==> src/rtl/modem_irq_pkg.sv <==
package modem_irq_pkg;
  localparam int AW = 3;
  localparam int DW = 8;

  localparam logic [AW-1:0] A_DATA = 3'd0;
  localparam logic [AW-1:0] A_IEN  = 3'd1;
  localparam logic [AW-1:0] A_IID  = 3'd2;
  localparam logic [AW-1:0] A_MCTL = 3'd4;
  localparam logic [AW-1:0] A_LST  = 3'd5;
  localparam logic [AW-1:0] A_MST  = 3'd6;

  typedef enum logic [2:0] {
    ID_MODEM = 3'b000,
    ID_NONE  = 3'b001,
    ID_THRE  = 3'b010,
    ID_RXD   = 3'b100,
    ID_LINE  = 3'b110
  } irq_id_e;
endpackage

==> src/rtl/mdm_sync.sv <==
module mdm_sync #(
  parameter int W      = 4,
  parameter int STAGES = 2
) (
  input  logic         clk,
  input  logic         rst_n,
  input  logic [W-1:0] d,
  output logic [W-1:0] q
);
  logic [W-1:0] stage_q [STAGES];

  genvar g;
  generate
    for (g = 0; g < STAGES; g++) begin : g_stage
      always_ff @(posedge clk or negedge rst_n) begin
        if (!rst_n) stage_q[g] <= '1;
        else if (g == 0) stage_q[g] <= d;
        else stage_q[g] <= stage_q[(g > 0) ? g - 1 : 0];
      end
    end
  endgenerate

  assign q = stage_q[STAGES-1];
endmodule

==> src/rtl/mdm_status.sv <==
module mdm_status #(
  parameter int SYNC_STAGES = 2
) (
  input  logic       clk,
  input  logic       rst_n,
  input  logic [3:0] pins_n,   // {dcd, ri, dsr, cts}
  input  logic       loop,
  input  logic [3:0] ctl,      // {aux2, aux1, dtr, rts}
  input  logic       clr,
  output logic [7:0] status,
  output logic [3:0] chg,
  output logic [3:0] delta
);
  logic [3:0] sync_n;
  logic [3:0] live;
  logic [3:0] prev_q;
  logic [3:0] delta_q, delta_d;

  mdm_sync #(.W(4), .STAGES(SYNC_STAGES)) u_sync (
    .clk(clk), .rst_n(rst_n), .d(pins_n), .q(sync_n)
  );

  always_comb begin
    live    = loop ? ctl : ~sync_n;
    chg[0]  = live[0] ^ prev_q[0];
    chg[1]  = live[1] ^ prev_q[1];
    chg[2]  = prev_q[2] & ~live[2];   // ring: trailing edge only
    chg[3]  = live[3] ^ prev_q[3];
    delta_d = (clr ? 4'b0 : delta_q) | chg;
  end

  always_ff @(posedge clk or negedge rst_n) begin
    if (!rst_n) begin
      prev_q  <= '0;
      delta_q <= '0;
    end else begin
      prev_q  <= live;
      delta_q <= delta_d;
    end
  end

  assign status = {live, delta_q};
  assign delta  = delta_q;
endmodule

==> src/rtl/irq_prio.sv <==
module irq_prio
  import modem_irq_pkg::*;
(
  input  logic       clk,
  input  logic       rst_n,
  input  logic [3:0] ien,
  input  logic       line_any,
  input  logic       rx_ready,
  input  logic       thr_empty,
  input  logic       modem_any,
  input  logic       thr_wr,
  input  logic       iid_rd,
  output irq_id_e    iid,
  output logic       pending,
  output logic       thre_pend
);
  logic thre_cond, cond_q;
  logic thre_q, thre_d;
  logic thre_set, thre_clr;

  always_comb begin
    thre_cond = thr_empty & ien[1];
    thre_set  = thre_cond & ~cond_q;
    thre_clr  = thr_wr | (iid_rd & (iid == ID_THRE));
    if (thre_set)      thre_d = 1'b1;
    else if (thre_clr) thre_d = 1'b0;
    else               thre_d = thre_q;
  end

  always_ff @(posedge clk or negedge rst_n) begin
    if (!rst_n) begin
      cond_q <= 1'b0;
      thre_q <= 1'b0;
    end else begin
      cond_q <= thre_cond;
      thre_q <= thre_d;
    end
  end

  always_comb begin
    if (ien[2] & line_any)       iid = ID_LINE;
    else if (ien[0] & rx_ready)  iid = ID_RXD;
    else if (ien[1] & thre_q)    iid = ID_THRE;
    else if (ien[3] & modem_any) iid = ID_MODEM;
    else                         iid = ID_NONE;
  end

  assign pending   = (iid != ID_NONE);
  assign thre_pend = thre_q;
endmodule

==> src/rtl/modem_irq_ctrl.sv <==
module modem_irq_ctrl
  import modem_irq_pkg::*;
#(
  parameter int SYNC_STAGES = 2
) (
  input  logic          clk,
  input  logic          rst_n,
  input  logic [AW-1:0] addr,
  input  logic          wr_en,
  input  logic          rd_en,
  input  logic [DW-1:0] wdata,
  output logic [DW-1:0] rdata,
  input  logic          cts_n,
  input  logic          dsr_n,
  input  logic          ri_n,
  input  logic          dcd_n,
  input  logic [3:0]    line_err,
  input  logic          rx_ready,
  input  logic          thr_empty,
  output logic          rts_n,
  output logic          dtr_n,
  output logic          aux1_n,
  output logic          aux2_n,
  output logic          loop_en,
  output logic          irq
);
  logic [3:0] ien_q, ien_d;
  logic [4:0] mctl_q, mctl_d;
  logic       ien_we, mctl_we;
  logic [7:0] mst;
  logic [3:0] chg_w, delta_w;
  logic       thre_w, pending;
  irq_id_e    iid;

  always_comb begin
    ien_we  = wr_en & (addr == A_IEN);
    mctl_we = wr_en & (addr == A_MCTL);
    ien_d   = ien_we  ? wdata[3:0] : ien_q;
    mctl_d  = mctl_we ? wdata[4:0] : mctl_q;
  end

  always_ff @(posedge clk or negedge rst_n) begin
    if (!rst_n) begin
      ien_q  <= '0;
      mctl_q <= '0;
    end else begin
      ien_q  <= ien_d;
      mctl_q <= mctl_d;
    end
  end

  mdm_status #(.SYNC_STAGES(SYNC_STAGES)) u_stat (
    .clk(clk), .rst_n(rst_n),
    .pins_n({dcd_n, ri_n, dsr_n, cts_n}),
    .loop(mctl_q[4]),
    .ctl({mctl_q[3], mctl_q[2], mctl_q[0], mctl_q[1]}),
    .clr(rd_en & (addr == A_MST)),
    .status(mst), .chg(chg_w), .delta(delta_w)
  );

  irq_prio u_prio (
    .clk(clk), .rst_n(rst_n), .ien(ien_q),
    .line_any(|line_err), .rx_ready(rx_ready), .thr_empty(thr_empty),
    .modem_any(|delta_w),
    .thr_wr(wr_en & (addr == A_DATA)),
    .iid_rd(rd_en & (addr == A_IID)),
    .iid(iid), .pending(pending), .thre_pend(thre_w)
  );

  always_comb begin
    case (addr)
      A_IEN:   rdata = {4'b0, ien_q};
      A_IID:   rdata = {5'b0, iid};
      A_MCTL:  rdata = {3'b0, mctl_q};
      A_MST:   rdata = mst;
      default: rdata = '0;
    endcase
  end

  assign loop_en = mctl_q[4];
  assign dtr_n   = ~(mctl_q[0] & ~mctl_q[4]);
  assign rts_n   = ~(mctl_q[1] & ~mctl_q[4]);
  assign aux1_n  = ~(mctl_q[2] & ~mctl_q[4]);
  assign aux2_n  = ~(mctl_q[3] & ~mctl_q[4]);
  assign irq     = mctl_q[3] & pending;
endmodule

==> config.mk <==
export PLATFORM = sky130hd
export DESIGN_NAME = modem_irq_ctrl
export DESIGN_NICKNAME = d
export VERILOG_FILES = /design/src/rtl/modem_irq_pkg.sv /design/src/rtl/mdm_sync.sv /design/src/rtl/mdm_status.sv /design/src/rtl/irq_prio.sv /design/src/rtl/modem_irq_ctrl.sv
export SDC_FILE = /design/constraint.sdc
export NUM_CORES = 1
export LEC_CHECK = 0
export BUFFER_PORTS_ARGS = -buffer_cell sky130_fd_sc_hd__buf_2
export CAP_MARGIN = 10
export CORE_MARGIN = 2
export CORE_UTILIZATION = 40
export DETAILED_ROUTE_END_ITERATION = 16
export PLACE_DENSITY = 0.67
export REMOVE_ABC_BUFFERS = 1
export SETUP_SLACK_MARGIN = 0.4
export SLEW_MARGIN = 10
export SYNTH_ARGS = -nofsm -noshare
export SYNTH_HDL_FRONTEND = slang
export SYNTH_SLANG_ARGS = --single-unit
==> constraint.sdc <==
create_clock -name clk -period 2.61 [get_ports clk]
set_clock_uncertainty 0.1 [all_clocks]
set_input_delay 0 -clock clk [delete_from_list [all_inputs] [get_ports clk]]
set_output_delay 0 -clock clk [all_outputs]
set_load 0.005 [all_outputs]
==> impl_metrics.csv <==
group,metric,value,unit
sta,maxClockFrequency,564,MHz
flow_run,maxCapViolations,0,
clocking,insertion_delay,330,ps
clocking,clkTransAtPathRegs,150,ps
clocking,cts_tree,"done",
clocking,clockRootBuffer,"clkbuf_4",
outcome,outcome,"finished, final reports clean",
drt,totalWireLength,2.68,mm
grt,grt_overflow,0,
grt,antenna_found_initial,0,
place,dp_slack,1230,ps
critical_path,end_kind,"primary output",
final_layout,area_delta_synth_final,27.7,%
critical_path,path_cells,"o41ai_1, nand4_1, o221ai_1, buf_2",
floorplanning,die_w,61.3,µm
pwr,vdd_drop_max,0.308,mV
logic_synthesis,netlist_instances,110,
grt,grt_usage,16.1,%
clocking,clock_sinks,27,
final_layout,fillers,289,
sta,rsz0062_at_grt,"no",
critical_path,required,2510,ps
sta,min_period,1770,ps
logic_synthesis,netlist_top_cells_area,"dfrtp_1 (36%), dfstp_2 (16%), mux2_4 (5.7%), mux2i_1 (3.8%), mux2_2 (3.4%)",
final_layout,fin_cells,203,
place,placed_cells,187,
sta,tns,0,ps
sta,finalSetupViolations,0,
floorplanning,core-area,0.00308,mm²
critical_path,crit_path_top_delay_cell,"dfrtp_1",
logic_synthesis,synth_area,0.00131,mm²
final_layout,fin_area,0.00168,mm²
logic_synthesis,ys_ff_latch,27,
sta,slew_violations,0,
final_layout,seq_area,686,µm²
floorplanning,initial_core_util,42.6,%
clocking,cts_made_buffers,3,
final_layout,drive_gt1_share,39.0,%
logic_synthesis,syn_area_per_cell,11.9,µm²
clocking,clock_path_buffers,2,
floorplanning,io_pins,39,
sta,setup_slack,836,ps
drt,ant_nets,0,
place,routabilityCongestion,0.722,
critical_path,crit_path_max_fanout,3,
critical_path,path_delay_family,"compound AO/OA/AOI/OAI gates",
final_layout,multiInputGateArea,592,µm²
sta,max-slew-margin-rel,61.3,%
critical_path,slowest_delay,430,ps
logic_synthesis,ys_async_sr_fraction,100,%
drt,num_vias,1016,
final_layout,layout.cells.most_common,"buf_2",
grt,grt_pass1_wl,4.46,mm
drt,routedWlPerCell,13.2,µm
critical_path,cp.arrival,1670,ps
clocking,postCtsSetupRepairBufs,0,
grt,grt_max_degree,28,
place,dpl-instance-area,0.00153,mm²
pwr,power_density,605,mW/mm²
sta,tightest_slew,581,ps
critical_path,start_kind,"register",
logic_synthesis,ys_warn_count,0,
logic_synthesis,synth_area_leader_cell,"dfrtp_1",
clocking,cts_max_level,1,
drt,drtIter0Drc,18,
place,dp_hpwl,1.94,mm
final_layout,final_core_util,54.5,%
drt,viasPerCell,5.00,
final_layout,nets,185,
final_layout,final_cell_mix,"buf_2 (35), dfrtp_1 (19), dlygate4sd3_1 (12)",
floorplanning,num_rows,20,
logic_synthesis,yosysUniqueCellTypes,35,
floorplanning,die_area,0.00376,mm²
final_layout,antenna_cells,0,
drt,drcViolationCount,0,
logic_synthesis,synth_edf_count,0,
logic_synthesis,ys_seq_area_share,52.2,%
floorplanning,dieHeight,61.3,µm
logic_synthesis,ys.flop_type,"dfrtp_1",
critical_path,critPathBufInv,1,
sta,timing.final.hold_violations,0,
pwr,leakage,0.787,nW
drt,dr.pass1.iters,4,
logic_synthesis,netlist.area_leader.share,36.2,%
grt,grt_pass1_vias,1029,
place,io_buffers,35,
sta,period_share,68.0,%
worst_hold_path,hold_class,"input port to register",
critical_path,path_class,"register to primary output",
[state kept, by name (all words and copies together), names as in the netlist]
| register | cells |
|---|---|
| ien_q | 4 |
| mctl_q | 5 |
| u_prio.cond_q | 1 |
| u_prio.thre_pend | 1 |
| u_stat.delta | 4 |
| u_stat.prev_q | 4 |
| u_stat.u_sync.q | 4 |
| u_stat.u_sync.stage_q | 4 |
[worst min-delay path, cell delays in order]
cell	delay, ps
buf_2	110
nand4b_1	170
nand2_1	70
nand3_1	60
[report_power, final]
part | internal (W) | switching (W) | total [W] | leakage [nW]
logic | 0.000152 | 0.000114 | 0.000265 | 0.474
clock network | 0.0000586 | 0.000131 | 0.000189 | 0.0139
registers | 0.000491 | 0.0000698 | 0.000561 | 0.299
[synth_stat cells, types with 3 or more instances]
cell type and count:
mux2_4 5, mux2_2 4, or3_1 3, mux2i_1 5, dfstp_2 8, o221ai_1 3, dfrtp_1 19, and2_1 3
nand2_1 11, inv_1 5, nand2b_1 4, nand3_1 3, nor2_1 5, o21ai_0 4, nor2b_1 5
[per-layer routing]
layer  GRT usage, %  wire [µm]
met1           21.7       1230
met4           4.66         17
met2           27.5       1310
met3           1.89        117
met5              0          0
[layout make-up]
cell class	instances	area share (%)
clock buffers	3	1.34
inverters	5	1.12
flip-flops and latches	27	40.9
multi-input cells	76	35.3
clock inverters	1	0.448
repair buffers	47	17.6
well taps	44	3.28
[timing repair]
item / in CTS / in global routing
hold buffers: 12 / 0
endpoints found under the hold margin: 42 / 0
gates resized for setup: 0 / 0
[worst paths after layout]
path / start / endpoint / slack, ps / cells after the start
max in group asynchronous: rst_n / u_stat.u_sync.stage_q[7] / 1950 / 2
setup / recovery: u_stat.delta[2] / rdata[0] / 840 / 4
min in group asynchronous: rst_n / u_prio.cond_q / 80 / 2
hold / removal: rd_en / u_stat.delta[1] / 7 / 4
hold reg to reg: u_stat.u_sync.stage_q[7] / u_stat.u_sync.q[3] / 270 / 0
setup reg to reg: mctl_q[4] / u_stat.delta[3] / 1220 / 3
[cell families after synthesis]
kind of cell,after synthesis,share of synthesized area [%]
and+or+nand+nor,47,23.4
DFF,27,52.2
AOI/OAI and AO/OA,15,8.77
muxes,14,13.0
buffers and inverters,7,2.67
[per-stage QoR]
step / hold slack (ps) / total power (W)
2_1_floorplan: -396 / 0.000714
3_3_place_gp: -60.8 / 0.000811
3_5_place_dp: -68.8 / 0.000822
4_1_cts: 1.35 / 0.00103
5_1_grt: 10.2 / 0.00108
6_report: 6.89 / 0.00101
(Power assumes the default switching activity.)
